===== src/rtl/ppt_pkg.sv =====
package ppt_pkg;
   localparam logic [2:0] MODE_SPP = 3'b000;
   localparam logic [2:0] MODE_BIDIR = 3'b001;
   localparam logic [2:0] MODE_ECP = 3'b011;
   localparam logic [2:0] MODE_EPP = 3'b100;

   typedef enum logic [3:0] {
      SEL_NONE,
      SEL_DATA,
      SEL_STAT,
      SEL_CTRL,
      SEL_EADR,
      SEL_EDAT,
      SEL_FIFO,
      SEL_CFGB,
      SEL_MODE
   } sel_e;
endpackage


===== src/rtl/ppt_decode.sv =====
module ppt_decode
   import ppt_pkg::*;
#(
   parameter int ADDR_W = 11,
   parameter logic [ADDR_W-1:0] BASE_A = 'h378,
   parameter logic [ADDR_W-1:0] BASE_B = 'h278,
   parameter logic [ADDR_W-1:0] BASE_C = 'h3BC
) (
   input  logic [1:0]        base_sel,
   input  logic [ADDR_W-1:0] addr,
   input  logic [2:0]        mode,
   output sel_e              sel
);
   localparam logic [ADDR_W-1:0] OFF_DATA = ADDR_W'(0);
   localparam logic [ADDR_W-1:0] OFF_STAT = ADDR_W'(1);
   localparam logic [ADDR_W-1:0] OFF_CTRL = ADDR_W'(2);
   localparam logic [ADDR_W-1:0] OFF_EADR = ADDR_W'(3);
   localparam logic [ADDR_W-1:0] OFF_ELO  = ADDR_W'(4);
   localparam logic [ADDR_W-1:0] OFF_EHI  = ADDR_W'(7);
   localparam logic [ADDR_W-1:0] OFF_FIFO = ADDR_W'('h400);
   localparam logic [ADDR_W-1:0] OFF_CFGB = ADDR_W'('h401);
   localparam logic [ADDR_W-1:0] OFF_MODE = ADDR_W'('h402);

   generate
      if (ADDR_W < 11) begin : g_bad_width
         $error("ppt_decode: ADDR_W must reach base+402h");
      end
   endgenerate

   logic [ADDR_W-1:0] base;
   logic [ADDR_W-1:0] off;
   logic              base_ok;
   logic              epp_ok;
   logic              ecp_on;

   always_comb begin
      unique case (base_sel)
         2'd0:    base = BASE_A;
         2'd1:    base = BASE_B;
         2'd2:    base = BASE_C;
         default: base = '0;
      endcase
   end

   assign base_ok = (base_sel != 2'd3);
   assign off     = addr - base;
   assign epp_ok  = (mode == MODE_EPP) && (base_sel != 2'd2);
   assign ecp_on  = (mode == MODE_ECP);

   always_comb begin
      sel = SEL_NONE;
      if (base_ok) begin
         if (off == OFF_DATA)                     sel = SEL_DATA;
         else if (off == OFF_STAT)                sel = SEL_STAT;
         else if (off == OFF_CTRL)                sel = SEL_CTRL;
         else if (off == OFF_EADR && epp_ok)      sel = SEL_EADR;
         else if (off >= OFF_ELO && off <= OFF_EHI && epp_ok)
                                                  sel = SEL_EDAT;
         else if (off == OFF_FIFO && ecp_on)      sel = SEL_FIFO;
         else if (off == OFF_CFGB && ecp_on)      sel = SEL_CFGB;
         else if (off == OFF_MODE)                sel = SEL_MODE;
      end
   end
endmodule


===== src/rtl/ppt_fifo.sv =====
module ppt_fifo #(
   parameter int W     = 9,
   parameter int DEPTH = 16,
   localparam int PTR_W = $clog2(DEPTH),
   localparam int LVL_W = PTR_W + 1
) (
   input  logic             clk,
   input  logic             rst_n,
   input  logic             push,
   input  logic [W-1:0]     din,
   input  logic             pop,
   output logic [W-1:0]     dout,
   output logic             empty,
   output logic             full,
   output logic [LVL_W-1:0] level
);
   generate
      if (DEPTH < 2 || (DEPTH & (DEPTH - 1)) != 0) begin : g_bad_depth
         $error("ppt_fifo: DEPTH must be a power of two, at least 2");
      end
   endgenerate

   logic [W-1:0]     mem [DEPTH];
   logic [PTR_W-1:0] wr_ptr;
   logic [PTR_W-1:0] rd_ptr;
   logic             push_ok;
   logic             pop_ok;

   assign full    = (level == LVL_W'(DEPTH));
   assign empty   = (level == '0);
   assign push_ok = push && !full;
   assign pop_ok  = pop && !empty;
   assign dout    = mem[rd_ptr];

   always_ff @(posedge clk) begin
      if (push_ok) mem[wr_ptr] <= din;
   end

   always_ff @(posedge clk or negedge rst_n) begin
      if (!rst_n) begin
         wr_ptr <= '0;
         rd_ptr <= '0;
         level  <= '0;
      end else begin
         if (push_ok) wr_ptr <= wr_ptr + 1'b1;
         if (pop_ok)  rd_ptr <= rd_ptr + 1'b1;
         unique case ({push_ok, pop_ok})
            2'b10:   level <= level + 1'b1;
            2'b01:   level <= level - 1'b1;
            default: level <= level;
         endcase
      end
   end
endmodule


===== src/rtl/ppt_rdmux.sv =====
module ppt_rdmux
   import ppt_pkg::*;
#(
   parameter int DATA_W = 8,
   parameter logic [DATA_W-1:0] CFGA_ID = 'h10
) (
   input  sel_e              sel,
   input  logic              compat,
   input  logic              ecp_fwd,
   input  logic [DATA_W-1:0] data_q,
   input  logic [DATA_W-1:0] pd_in,
   input  logic [DATA_W-1:0] status_in,
   input  logic [DATA_W-1:0] ctl_q,
   input  logic [DATA_W-1:0] cfgb_q,
   input  logic [DATA_W-1:0] mode_rd,
   output logic [DATA_W-1:0] rd_val
);
   localparam logic [DATA_W-1:0] IDLE_VAL = '1;

   always_comb begin
      unique case (sel)
         SEL_DATA: begin
            if (compat)       rd_val = data_q;
            else if (ecp_fwd) rd_val = IDLE_VAL;
            else              rd_val = pd_in;
         end
         SEL_STAT: rd_val = status_in;
         SEL_CTRL: rd_val = ctl_q;
         SEL_EADR,
         SEL_EDAT: rd_val = pd_in;
         SEL_FIFO: rd_val = CFGA_ID;
         SEL_CFGB: rd_val = cfgb_q;
         SEL_MODE: rd_val = mode_rd;
         default:  rd_val = IDLE_VAL;
      endcase
   end
endmodule


===== src/rtl/ppt_regif.sv =====
module ppt_regif
   import ppt_pkg::*;
#(
   parameter int ADDR_W = 11,
   parameter int FIFO_DEPTH = 16,
   parameter logic [ADDR_W-1:0] BASE_A = 'h378,
   parameter logic [ADDR_W-1:0] BASE_B = 'h278,
   parameter logic [ADDR_W-1:0] BASE_C = 'h3BC,
   parameter logic [7:0] CFGA_ID = 8'h10,
   parameter int DIR_BIT = 5
) (
   input  logic              clk,
   input  logic              rst_n,
   input  logic [1:0]        base_sel,
   input  logic [ADDR_W-1:0] io_addr,
   input  logic              io_rd,
   input  logic              io_wr,
   input  logic [7:0]        io_wdata,
   output logic [7:0]        io_rdata,
   input  logic [7:0]        pd_in,
   output logic [7:0]        pd_out,
   output logic              pd_oe,
   input  logic [7:0]        status_in,
   output logic [7:0]        ctl_out,
   input  logic              fq_pop,
   output logic              fq_valid,
   output logic [8:0]        fq_dout
);
   localparam int TAG_W = 9;
   localparam int LVL_W = $clog2(FIFO_DEPTH) + 1;

   generate
      if (DIR_BIT < 0 || DIR_BIT > 7) begin : g_bad_dir
         $error("ppt_regif: DIR_BIT outside the control byte");
      end
   endgenerate

   sel_e             sel;
   logic [7:0]       data_q;
   logic [7:0]       ctl_q;
   logic [7:0]       cfgb_q;
   logic [5:0]       mode_hi_q;
   logic [2:0]       mode;
   logic             compat;
   logic             dir_in;
   logic             ecp_fwd;
   logic [7:0]       mode_rd;
   logic [7:0]       rd_val;
   logic             fifo_push;
   logic [TAG_W-1:0] fifo_din;
   logic             fifo_empty;
   logic             fifo_full;
   logic [LVL_W-1:0] fifo_level;
   logic             latch_wr;

   assign mode    = mode_hi_q[5:3];
   assign compat  = (mode == MODE_SPP);
   assign dir_in  = ctl_q[DIR_BIT];
   assign ecp_fwd = (mode == MODE_ECP) && !dir_in;
   assign mode_rd = {mode_hi_q, fifo_full, fifo_empty};

   ppt_decode #(
      .ADDR_W (ADDR_W),
      .BASE_A (BASE_A),
      .BASE_B (BASE_B),
      .BASE_C (BASE_C)
   ) u_dec (
      .base_sel (base_sel),
      .addr     (io_addr),
      .mode     (mode),
      .sel      (sel)
   );

   ppt_rdmux #(
      .DATA_W  (8),
      .CFGA_ID (CFGA_ID)
   ) u_rdmux (
      .sel       (sel),
      .compat    (compat),
      .ecp_fwd   (ecp_fwd),
      .data_q    (data_q),
      .pd_in     (pd_in),
      .status_in (status_in),
      .ctl_q     (ctl_q),
      .cfgb_q    (cfgb_q),
      .mode_rd   (mode_rd),
      .rd_val    (rd_val)
   );

   assign fifo_push = io_wr && ((sel == SEL_DATA && ecp_fwd) || sel == SEL_FIFO);
   assign fifo_din  = {(sel == SEL_DATA), io_wdata};

   ppt_fifo #(
      .W     (TAG_W),
      .DEPTH (FIFO_DEPTH)
   ) u_fifo (
      .clk   (clk),
      .rst_n (rst_n),
      .push  (fifo_push),
      .din   (fifo_din),
      .pop   (fq_pop),
      .dout  (fq_dout),
      .empty (fifo_empty),
      .full  (fifo_full),
      .level (fifo_level)
   );

   assign latch_wr = io_wr && ((sel == SEL_DATA && !ecp_fwd) ||
                               sel == SEL_EADR || sel == SEL_EDAT);

   always_ff @(posedge clk or negedge rst_n) begin
      if (!rst_n) begin
         data_q    <= '0;
         ctl_q     <= '0;
         cfgb_q    <= '0;
         mode_hi_q <= '0;
         io_rdata  <= '0;
      end else begin
         if (latch_wr)                   data_q    <= io_wdata;
         if (io_wr && sel == SEL_CTRL)   ctl_q     <= io_wdata;
         if (io_wr && sel == SEL_CFGB)   cfgb_q    <= io_wdata;
         if (io_wr && sel == SEL_MODE)   mode_hi_q <= io_wdata[7:2];
         if (io_rd)                      io_rdata  <= rd_val;
      end
   end

   assign pd_out   = data_q;
   assign pd_oe    = compat || !dir_in;
   assign ctl_out  = ctl_q;
   assign fq_valid = !fifo_empty;
endmodule


===== config.mk =====
export PLATFORM = sky130hd
export DESIGN_NAME = ppt_regif
export DESIGN_NICKNAME = d
export VERILOG_FILES = /design/src/rtl/ppt_pkg.sv /design/src/rtl/ppt_decode.sv /design/src/rtl/ppt_fifo.sv /design/src/rtl/ppt_rdmux.sv /design/src/rtl/ppt_regif.sv
export SDC_FILE = /design/constraint.sdc
export NUM_CORES = 1
export LEC_CHECK = 0
export ABC_AREA = 1
export BUFFER_PORTS_ARGS = -buffer_cell sky130_fd_sc_hd__buf_2
export CORE_ASPECT_RATIO = 0.8
export CORE_UTILIZATION = 45
export DETAILED_ROUTE_END_ITERATION = 10
export PLACE_DENSITY = 0.61
export SLEW_MARGIN = 20
export SYNTH_ARGS = -nofsm -noshare
export SYNTH_HDL_FRONTEND = slang
export SYNTH_SLANG_ARGS = --single-unit

===== constraint.sdc =====
create_clock -name clk -period 4.35 [get_ports clk]
set_clock_uncertainty 0.1 [all_clocks]
set_input_delay 0.435 -clock clk [delete_from_list [all_inputs] [get_ports clk]]
set_output_delay 0.435 -clock clk [all_outputs]
set_load 0.05 [all_outputs]

Word-level counts from Yosys, hierarchy flattened --
Memories as Yosys holds them, arrays and structs flattened. Index checks and enable logic that the tools add are counted.
Word-level totals: bits of input ports 42, memories 1, RAM bits 144, register bits after elaboration 51
Memory list:
- u_fifo.mem | depth 16, width 9, rd ports 1, clocked after Yosys merged registers in 0, wr ports 1, RTL line ppt_fifo.sv:23 | logic [W-1:0] mem [DEPTH];
Operators by class: equality and inequality tests 23, add/subtract/negate cells 5, order comparisons 2, mux-type cells 16, reductions and logical operators 30
Operators with widths (number):
- $pmux W8 S7 | 1
- $mux W4 | 9
- $eq A11 B11 Y1 const B | 3
- $pmux W10 S3 | 1
- $eq A11 B2 Y1 const B | 2
- $eq A4 B3 Y1 const B | 4
- $logic_and A1 B1 Y1 | 16
- $mux W8 | 2
- $eq A11 B1 Y1 const B | 1
- $ge A11 B3 Y1 const B | 1
- $le A11 B3 Y1 const B | 1
- $logic_not A11 Y1 | 1
- $sub A11 B10 Y11 | 1
- $pmux W5 S2 | 1
- $add A4 B1 Y4 const B | 2
- $eq A4 B2 Y1 const B | 2
- $add A5 B1 Y5 const B | 1
- $eq A5 B5 Y1 const B | 1
- $logic_not A5 Y1 | 1
- $sub A5 B1 Y5 const B | 1
- $eq A2 B1 Y1 const B | 2
- $eq A2 B2 Y1 const B | 2
- $eq A4 B1 Y1 const B | 1
- $eq A4 B4 Y1 const B | 1
- other kinds (10) | 18

Logic depth before layout (Yosys ltp) --
Gate-level depths: netlist of the first run.
depth after elaboration 20, mapped depth 32, mapped depth without buffers 32

Modules after synthesis --
A second synthesis of the first run with hierarchy kept.
Second synthesis, totals: cell total of the unflattened synthesis 1109, area total of the unflattened synthesis 9820.7 um^2
By module, submodules not included:
- ppt_fifo | cells an instance 682, times used 1, area an instance 6925.4 um^2
- ppt_regif | cells an instance 157, times used 1, area an instance 1634.1 um^2
- ppt_decode | cells an instance 137, times used 1, area an instance 683.2 um^2
- ppt_rdmux | cells an instance 133, times used 1, area an instance 578.1 um^2

Worst setup path after synthesis of the first run --
OpenSTA, ideal clock, no wires.
kind input to register, start point in base_sel[1], end point reg u_fifo.level[4], data required time 4119 ps, path slack 229 ps, path buffers 0, cell stages on the path 27, arrival time 3890 ps, path through inv_1 > nor2_1 > inv_1 > ha_1 > a21oi_1 > a21boi_0 > nand3_1 > nand2_2 > nand3_4 > nor2_8 > nand3_4 > nand3_2 > nor2_1 > nor2_1 > nand4_1 > nand2_1 > nand2_2 > ha_1 > xor2_1 > ha_1 > a21oi_1 > o21ai_0 > a21oi_1 > inv_1 > a21oi_1 > o21ai_0 > xor2_1
Between the ends: longest elaborated chain between the ends 20, elaborated cells on any way between the ends 41
Ends and longest elaborated chain:
- from (decl) | RTL line ppt_regif.sv:14 | input logic [1:0] base_sel,
- parallel branches: the longest is 12 deep, another holds $sub A11 B10 Y11
- $mux W4 (*) | RTL line ppt_decode.sv:52 | if (base_ok) begin
- $eq A4 B1 Y1 | RTL line ppt_regif.sv:90 | assign fifo_push = io_wr && ((sel == SEL_DATA && ecp_fwd) || sel == SEL_FIFO);
- $logic_and A1 B1 Y1 | RTL line ppt_regif.sv:90
- $logic_or A1 B1 Y1 (*) | RTL line ppt_regif.sv:90
- $logic_and A1 B1 Y1 (*) | RTL line ppt_regif.sv:90
- $logic_and A1 B1 Y1 (*) | RTL line ppt_fifo.sv:31 | assign push_ok = push && !full;
- $eq A2 B1 Y1 / $eq A2 B2 Y1 (equally long branches) | RTL line ppt_fifo.sv:47 | unique case ({push_ok, pop_ok})
- $pmux W5 S2 / $reduce_bool A2 Y1 (equally long branches)
- to (signal assigned) | RTL line ppt_fifo.sv:48 | 2'b10: level <= level + 1'b1;
- to (signal assigned) | RTL line ppt_fifo.sv:49 | 2'b01: level <= level - 1'b1;
- to (signal assigned) | RTL line ppt_fifo.sv:50 | default: level <= level;
- to (decl) | RTL line ppt_fifo.sv:15 | output logic [LVL_W-1:0] level
Mark *: on every way between the ends. A chain may end at the register's enable or synchronous reset.

Worst setup path after layout of the first run --
start point in base_sel[0], end point reg u_fifo.level[4]
Same word-level chain as after synthesis.

==> results of run 1 <==
-- metrics by stage --
stage | hold slack (ps) | utilization (%) | cells
global placement | 365 | 50.8 | 1225
CTS | 13.3 | 53.8 | 1257
floorplan | 39.4 | - | 882
detailed placement | 374 | 50.8 | 1225
finish | -2.55 | 53.8 | 1258
global route | 42.5 | 53.8 | 1257
-- state kept, by name, summed over array words and instances (netlist names) --
| register | count |
|---|---|
| u_fifo.mem | 144 |
| cfgb_q | 8 |
| ctl_out | 8 |
| io_rdata | 8 |
| pd_out | 8 |
| mode_hi_q | 6 |
| u_fifo.level | 5 |
| u_fifo.rd_ptr | 4 |
| u_fifo.wr_ptr | 4 |
-- cell type report --
| cell class | count | area [µm²] |
|---|---|---|
| fillers | 1786 | 9300 |
| flip-flops and latches | 195 | 5600 |
| multi-input cells | 583 | 3360 |
| repair buffers | 115 | 673 |
| clock buffers | 26 | 567 |
| well taps | 264 | 330 |
| inverters | 68 | 258 |
| clock inverters | 6 | 48.8 |
| diodes | 1 | 2.50 |
-- kinds of logic after synthesis --
family | share of synthesized area, %
and+or+nand+nor | 18.5
DFF | 59.6
AOI/OAI and AO/OA | 11.2
buffers and inverters | 4.58
muxes | 3.20
adders and majority gates | 2.00
xor gates and xnor gates | 0.839
-- layout by cell type, fill, tap and decap left out, drive strengths merged, types with 5 or more instances in the layout --
cell    Yosys  layout
a21oi      26      26
o211ai     13      13
edfxtp    144     144
o21ai      81      81
dfrtp      51      51
nor3        9       9
nor2      120     120
nand3      85      85
nand2     140     140
inv        66      71
o32ai       5       5
ha         15      15
clkbuf     28      26
mux2i      30      30
o221ai     30      30
xor2        7       7
buf         8     115
nand4       7       7
-- power by group through the flow --
stage	clock network, mW	registers (mW)	logic, mW
after global placement	0	2.14	1.71
after detailed placement	0	2.14	1.72
final	1.60	2.10	1.71
after global routing	1.70	2.11	1.88
after CTS	1.62	2.10	1.72
after floorplan	0	2.13	1.27
-- repair_timing --
action | CTS | global route
endpoints found under the setup margin | 0 | 1
gates resized for setup | 0 | 1
hold buffers | 0 | 0
-- worst max-delay path by stage --
stage | start | depth (start not counted) | endpoint | slack [ps]
after detailed placement | base_sel[0] | 27 | u_fifo.level[4] | -30
after global placement | base_sel[0] | 27 | u_fifo.level[4] | 80
after CTS | base_sel[0] | 27 | u_fifo.level[4] | 400
final | base_sel[0] | 27 | u_fifo.level[4] | 420
after floorplan | base_sel[1] | 27 | u_fifo.level[4] | 230
after global routing | base_sel[1] | 28 | u_fifo.level[4] | 30
-- metal layers --
layer,GRT usage (%),part of all wire [%],vias up
li1,-,-,3330
met1,32.9,51,3273
met2,31.1,44,165
met3,4.10,4.3,10
met4,4.12,0.73,0
met5,0,0,-
-- critical path: stages --
cell      delay [ps]
buf_2            100
nor2_1           150
inv_1             80
ha_1             330
a21oi_1          180
a21boi_1         220
nand3_1          110
nand2_2           90
nand3_4          120
nor2_8           180
nand3_4          110
nand3_2           90
nor2_1            40
nor2_1           140
nand4_1          100
nand2_1          110
nand2_2           60
ha_1             200
xor2_1           180
ha_1             190
a21oi_1          180
o21ai_0          120
a21oi_1          150
inv_1             70
a21oi_1          110
o21ai_0          110
xor2_1           150
==> out/qor.yml, run 1 <==
setup_path:
  arrival_ps: 4130
  path_class: "in -> reg"
  regToRegSetupSlack_ps: 700
  critPathLaunchType: "input port"
  critPathCaptureType: "flip-flop"
  crit_fanout: 8
  rr_endpoint: "u_fifo.level[4]"
  cp.required_ps: 4560
  reg2reg_from: "mode_hi_q[4]"
  r2r_cells: 21
synth:
  ys_ff_latch: 195
  synth.area.top_cells: "edfxtp_1 46%, dfrtp_1 14%, nand2_1 4.8%"
  ys.flop_type: "edfxtp_1"
  yosysSeqAreaShare_pct: 59.6
  synth_cell_types: 46
  ys_warn_count: 0
  synthTopCellsByCount: "144 x edfxtp_1, 121 x nand2_1, 112 x nor2_1"
  syn_avg_cell_area_um2: 10.6
  synth_most_common_cell: "edfxtp_1"
  async_flop_share_pct: 26.2
  synth_cells: 882
  synth_top_cell_by_area: "edfxtp_1"
  syn-cell-area_mm2: 0.00939
  synth_nets: 939
  yosysTopAreaCellShare_pct: 46.0
  synth-edff-count: 144
sta:
  finalHoldViolCount: 3
  whs_ps: -2.55
  max-slew-margin-rel_pct: 36.6
  rsz0062_at_grt: "false"
  setup_viol: 0
  max_freq_ghz: 0.255
  setup_slack_ps: 424
  max_slew.worst_pin.slew_ps: 950
  fin_crit_sh_pct: 90.2
  tns_ps: 0
  post-route-min-period_ps: 3930
  drv_slew: 0
placed_design:
  io_buffers: 76
  place_ws_ps: -25.1
  place_area_mm2: 0.0102
  gp_congestion: 0.901
  dp_hpwl_um: 14900
die:
  ios: 77
  start_util_pct: 46.6
  die_w_um: 164
  core_mm2: 0.0201
  std_cell_rows: 46
  chipHeight_um: 131
  dieArea_mm2: 0.0215
power_and_ir_drop:
  vdd_drop_max_mv: 0.698
  totalPowerFinal_mw: 5.41
  internal-power_mw: 3.46
  p_seq_share_pct: 38.9
  power_density_mw_per_mm2: 499
  power_switching_mw: 1.95
  pwr-share-comb_pct: 31.6
  p_leak_nw: 4.44
  p_sw_share_pct: 36.0
  clkPwrFrac_pct: 29.5
clocking:
  cts_root_buf: "clkbuf_16"
  cts_setup_buffers: 0
  cts.sinks: 195
  clk_path_buf_depth: 2
  cts.reportedPaths.clkPinSlew_ps: 70
  clk_latency_ps: 430
  cts_tree: "yes"
  cts_max_level: 4
  cts_inserted_buffers: 17
global_routing:
  grt_pass1_wl_um: 34800
  antenna_found_initial: 1
  grt_pass1_vias: 6293
  grt_usage_pct: 21.3
  grt-ovfl-total: 0
  grt_max_degree: 76
route:
  viasPerCell: 5.39
  drt_iter0_markers: 643
  drtPass1Iterations: 4
  vias: 6778
  wl_per_cell_um: 17.5
  drc_errors: 0
  routed_wl_um: 22000
  detail-route-antenna-nets: 0
hold_path:
  min_path_type: "in -> async"
finish:
  area_growth_pct: 15.5
  nNetsFinal: 1037
  drive_gt1_share_pct: 21.3
  fin_area_mm2: 0.0108
outcome:
  status: "finished with violations"
  violations: "hold timing"
job:
  max_cap_viol_count: 0
(Power assumes the default switching activity.)
==> inputs of run 2 (changes only) <==
CORE_MARGIN = 4   (was not set)
==> run 2 against run 1 <==
  * The flow now finishes without violations
  * Register-to-register slack worse by 30 ps
  * Fmax is 1.6% lower
  * Routed wire length is 1.2% lower
  * Combinational power is 3% lower
  * Core utilization is 0.26 points lower
  * Cell count hardly changed
  * First-iteration DRC count is 16% higher
  * Sequential power is 3% higher
  * Sequential cell count stayed put
==> out/qor.yml, run 2 (same netlist as run 1, synthesis figures left out) <==
sta:
  setup_viol: 0  # unchanged
  max-slew-margin-rel_pct: 37.6  # +0.93 points
  whs_ps: 244  # +247 ps
  fin_crit_sh_pct: 91.7  # +1.5 points
  max_slew.worst_pin.slew_ps: 936  # -14.0 ps
  max_freq_ghz: 0.251  # -1.6%
  setup_slack_ps: 361  # -63.1 ps
  drv_slew: 0  # unchanged
  post-route-min-period_ps: 3990  # +63.1 ps
  finalHoldViolCount: 0  # -3
  rsz0062_at_grt: "false"
finish:
  drive_gt1_share_pct: 21.2  # -0.14 points
  fill_cells: 1779  # -0.39%
  area_growth_pct: 14.9
  final_common_cell: "edfxtp_1"
  final_cell_mix: "144 x edfxtp_1, 121 x nand2_1, 112 x nor2_1, 78 x nand3_1, 76 x buf_2"
  largest_register: "u_fifo.mem"
  largest_register_ffs: 144  # unchanged
  antenna_cells: 0  # -1
  nNetsFinal: 1039  # +0.19%
outcome:
  status: "completed"
route:
  drtPass1Iterations: 5  # +1
  vias: 6815  # +0.55%
  drt_iter0_markers: 745  # +16%
  drc_errors: 0  # unchanged
  viasPerCell: 5.41  # +0.47%
  routed_wl_um: 21800  # -1.2%
  detail-route-antenna-nets: 0  # unchanged
  wl_per_cell_um: 17.3  # -1.3%
placed_design:
  gp_congestion: 0.871  # -3.4%
  io_buffers: 76  # unchanged
  dp_hpwl_um: 14900  # about the same
  place_ws_ps: -47.7  # -22.5 ps
global_routing:
  grt_usage_pct: 19.2  # -2.2 points
  grt_pass1_wl_um: 34400  # -1.2%
  grt_max_degree: 75  # -1.3%
  antenna_found_initial: 0  # -1
  grt_pass1_vias: 6158  # -2.1%
  grt-ovfl-total: 0  # unchanged
job:
  max_cap_viol_count: 0  # unchanged
power_and_ir_drop:
  totalPowerFinal_mw: 5.30  # -2.1%
  vdd_drop_max_mv: 0.462  # -34%
  power_density_mw_per_mm2: 491  # -1.6%
  p_leak_nw: 4.40  # -0.96%
clocking:
  cts.sinks: 195  # unchanged
  cts_setup_buffers: 0  # unchanged
  cts.repair.resized: 0  # unchanged
  clk_path_buf_depth: 2  # unchanged
  cts.reportedPaths.clkPinSlew_ps: 80  # about the same
  cts_max_level: 4  # unchanged
  clk_latency_ps: 440  # about the same
  cts_inserted_buffers: 17  # unchanged
  cts_tree: "yes"
  cts_root_buf: "clkbuf_16"
die:
  dieArea_mm2: 0.0233  # +8.4%
  std_cell_rows: 46  # unchanged
  die_w_um: 170  # +3.7%
  ios: 77  # unchanged
  chipHeight_um: 137  # +4.6%
  start_util_pct: 46.6  # unchanged
  core_mm2: 0.0201  # unchanged
setup_path:
  cp.required_ps: 4550  # about the same
  arrival_ps: 4190  # +60 ps
  path_class: "in -> reg"
  crit_fanout: 8  # unchanged
  critPathLaunchType: "input port"
  critPathCaptureType: "flip-flop"
  regToRegSetupSlack_ps: 670  # -30 ps
hold_path:
  min_path_type: "in -> reg"
[run 2: cell count changes in the layout (fill, tap and decap cells not counted), moves of 2 or more]
cell | before | now
clkbuf_16 | 21 | 17
clkbuf_2 | 2 | 0
inv_8 | 1 | 4
clkinvlp_4 | 0 | 3
clkbuf_8 | 2 | 0
[run 2: worst paths after layout]
path / cells after the start / startpoint / end
min in group asynchronous: 2 / rst_n / u_fifo.wr_ptr[0]
max: 27 / base_sel[0] / u_fifo.level[4]
max reg2reg: 21 / mode_hi_q[4] / u_fifo.level[4]
max in group asynchronous: 3 / rst_n / ctl_out[6]
min: 3 / io_rd / io_rdata[0]
min reg2reg: 2 / mode_hi_q[0] / mode_hi_q[0]
[run 2: timing repair]
action	4_1_cts	5_1_grt
hold buffers	1	0
endpoints found under the hold margin	13	0
endpoints found under the setup margin	0	0
[run 2: per-stage QoR]
stage / area [µm²] / TNS, ps / std cells / utilization (%)
6_report: 10800 / 0 / 1259 / 53.6
3_5_place_dp: 10200 / -47.7 / 1226 / 50.8
5_1_grt: 10800 / 0 / 1259 / 53.6
2_1_floorplan: 9390 / 0 / 882 / -
3_3_place_gp: 10200 / 0 / 1226 / 50.8
4_1_cts: 10800 / 0 / 1259 / 53.6
[run 2: metal layers]
| metal | global-route usage (%) | part of all wire, % |
|---|---|---|
| met3 | 3.76 | 5.4 |
| met1 | 29.9 | 50 |
| met5 | 0 | 0 |
| met4 | 4.11 | 1.1 |
| met2 | 27.9 | 43 |
[run 2: final cells by class]
cell class	instances	area [µm²]	area share, %
inverter	68	258	2.39
sequential	195	5600	51.9
clock buffer	19	433	4.01
tap	264	330	3.06
timing repair buffer	117	691	6.40
clock inverter	13	115	1.07
multi-input combinational	583	3360	31.1
[run 2: power by group]
part           internal (mW)  total, mW  switching, mW  leakage, nW
registers               2.04       2.16          0.119         1.97
clock network          0.754       1.47          0.718        0.260
logic                  0.509       1.66           1.15         2.17
[run 2: worst max-delay path, stage by stage]
cell and delay [ps]:
buf_2 100, nor2_1 150, inv_1 80, ha_1 330, a21oi_1 180, a21boi_0 260, nand3_1 120, nand2_2 100
nand3_4 120, nor2_8 180, nand3_4 100, nand3_2 90, nor2_1 40, nor2_1 140, nand4_1 100, nand2_1 130
nand2_2 70, ha_1 210, xor2_1 180, ha_1 190, a21oi_1 200, o21ai_0 130, a21oi_1 130, inv_1 60
a21oi_1 100, o21ai_0 110, xor2_1 150
==> inputs of run 3 (changes only) <==
PLACE_DENSITY = 0.63   (was 0.61)
clock period = 3.4 ns   (was 4.35 ns; I/O delays follow)
==> run 3 against run 2 <==
  * Routed wire length grew 7.6%
  * Non-clock buffer count grew 65
  * Core utilization grew 4.6 points
  * Sequential share of layout area shrank 4.1 points
  * The flow now finishes with violations (setup timing)
  * Die area is the same
  * Worst setup slack lost 530 ps
  * Clock power grew 46%
  * Highest routed layer is now met5
  * Hold slack lost 100 ps
  * Final area grew 8.6%
  * Largest cell class unchanged
  * Via count grew 6.3%
  * Clock-buffer cell count shrank 2
==> out/qor.yml, run 3 (same netlist as run 1, synthesis figures left out) <==
job:
  max_cap_viol_count: 0  # unchanged
sta:
  max-slew-margin-rel_pct: 52.4  # +15 points
  max_freq_ghz: 0.280
  max_slew.worst_pin.slew_ps: 715  # -222 ps
  post-route-min-period_ps: 3570
  fin_crit_sh_pct: 105
  setup_slack_ps: -173  # -534 ps
  rsz0062_at_grt: "true"
  drv_slew: 0  # unchanged
  setup_viol: 1  # +1
  finalHoldViolCount: 0  # unchanged
global_routing:
  grt_max_degree: 75  # unchanged
  antenna_found_initial: 1  # +1
  grt-ovfl-total: 0  # unchanged
  grt_usage_pct: 20.6  # +1.4 points
  grt_pass1_vias: 6946  # +13%
  grt_pass1_wl_um: 37300  # +8.3%
power_and_ir_drop:
  p_leak_nw: 4.83  # +9.9%
  p_sw_share_pct: 38.8  # +1.2 points
  totalPowerFinal_mw: 7.23  # +37%
  clkPwrFrac_pct: 29.5  # +1.7 points
  pwr-share-comb_pct: 32.2  # +0.8 points
  internal-power_mw: 4.43  # +34%
  power_density_mw_per_mm2: 617  # +26%
  p_seq_share_pct: 38.3  # -2.5 points
  vdd_drop_max_mv: 0.774  # +68%
  power_switching_mw: 2.80  # +41%
route:
  detail-route-antenna-nets: 0  # unchanged
  vias: 7242  # +6.3%
  wl_per_cell_um: 17.7  # +2.2%
  drc_errors: 0  # unchanged
  viasPerCell: 5.46  # +0.90%
  routed_wl_um: 23400  # +7.6%
  drt_iter0_markers: 623  # -16%
  drtPass1Iterations: 5  # unchanged
setup_path:
  cp.required_ps: 3620  # -930 ps
  arrival_ps: 3800  # -390 ps
  r2r_cells: 21  # unchanged
  regToRegSetupSlack_ps: -30  # -700 ps
  critPathCaptureType: "flip-flop"
  path_class: "in -> reg"
  critPathLaunchType: "input port"
  crit_fanout: 7  # -1
finish:
  drive_gt1_share_pct: 30.3  # +9.1 points
  largest_register: "u_fifo.mem"
  area_growth_pct: 24.8
  nNetsFinal: 1105  # +6.4%
  fill_cells: 1712  # -3.8%
  largest_register_ffs: 144  # unchanged
  fin_util_pct: 58.2  # +4.6 points
  final_common_cell: "edfxtp_1"
  final_cell_mix: "144 x edfxtp_1, 113 x nand2_1, 107 x nor2_1, 98 x buf_4, 74 x buf_2"
  regArea_mm2: 0.00560  # unchanged
  multiInputGateArea_mm2: 0.00360  # +7.3%
placed_design:
  io_buffers: 76  # unchanged
  dp_hpwl_um: 15900  # +6.9%
  gp_congestion: 0.893  # +2.5%
die:
  die_w_um: 170  # unchanged
  chipHeight_um: 137  # unchanged
  core_mm2: 0.0201  # unchanged
  start_util_pct: 46.6  # unchanged
  std_cell_rows: 46  # unchanged
  ios: 77  # unchanged
  dieArea_mm2: 0.0233  # unchanged
clocking:
  cts_max_level: 4  # unchanged
  cts.sinks: 195  # unchanged
  clk_latency_ps: 440  # about the same
  cts_inserted_buffers: 17  # unchanged
  cts.reportedPaths.clkPinSlew_ps: 90  # about the same
  cts_tree: "yes"
  cts_root_buf: "clkbuf_16"
  clk_path_buf_depth: 2  # unchanged
hold_path:
  holdPathStages: 3  # unchanged
  min_path_type: "in -> reg"
outcome:
  status: "finished with violations"
  violations: "setup timing"
## run 3: area by class of cell
cell class | count | share of cell area, %
multi-input combinational | 583 | 30.7
inverter | 68 | 2.30
tap | 264 | 2.82
clock inverter | 15 | 1.98
antenna | 1 | 0.0214
timing repair inverter | 1 | 0.0641
clock buffer | 17 | 3.63
timing repair buffer | 182 | 10.6
sequential | 195 | 47.8
## run 3: power groups by stage
stage          combinational [mW]  clock (mW)  sequential (mW)
2_1_floorplan                1.64           0             2.72
3_3_place_gp                 2.21           0             2.80
3_5_place_dp                 2.23           0             2.81
4_1_cts                      2.25        2.17             2.75
5_1_grt                      2.55        2.27             2.78
6_report                     2.33        2.14             2.77
## run 3: metal layers
layer	vias up	GRT usage, %	wire, µm
met4	2	4.69	201
li1	3468	-	-
met2	221	31.4	10900
met5	-	0	20
met3	18	4.30	1270
met1	3533	30.6	11100
## run 3: path summary, 6_finish.rpt
check | startpoint | endpoint
worst max-delay path | base_sel[1] | u_fifo.level[4]
worst min-delay path | io_rd | io_rdata[5]
worst max register to register | mode_hi_q[4] | u_fifo.level[4]
worst min register to register | mode_hi_q[0] | mode_hi_q[0]
max in group asynchronous | rst_n | u_fifo.rd_ptr[1]
min in group asynchronous | rst_n | u_fifo.level[3]
## run 3: critical path, cell delays in order
cell      delay (ps)
buf_8             80
inv_4             30
nor2_4           130
inv_2             80
ha_4             260
a21oi_2          150
a21boi_2         210
nand3_2           90
nand2_2           80
nand3_4          110
nor2_8           200
nand3_4          110
nand3_2           80
nor2_1            50
nor2_1           160
nand4_1          110
nand2_2          120
nand2_4           60
ha_4             180
xor2_4           190
ha_2             210
a21oi_4          130
o21ai_2           70
a21oi_2          120
inv_1             60
a21oi_1          130
o21ai_1           90
xor2_1           160
## run 3: timing repair
action | CTS | global route
setup endpoints to repair | 2 | 33
pin swaps | 11 | 31
hold buffers | 1 | 0
setup buffers | 11 | 9
resized for setup | 16 | 40
endpoints found under the hold margin | 51 | 0
cloned | 0 | 1
## run 3: stage by stage
step           cells  TNS [ps]  hold slack (ps)  setup WS [ps]  cell area, µm²
6_report        1326      -173              142           -173           11700
5_1_grt         1325     -2120              146           -425           11700
4_1_cts         1319     -2440              123           -132           11500
3_5_place_dp    1275    -29360              373           -732           10700
3_3_place_gp    1275     -5780              370           -508           10700
2_1_floorplan    882      -345            -55.6           -345            9450
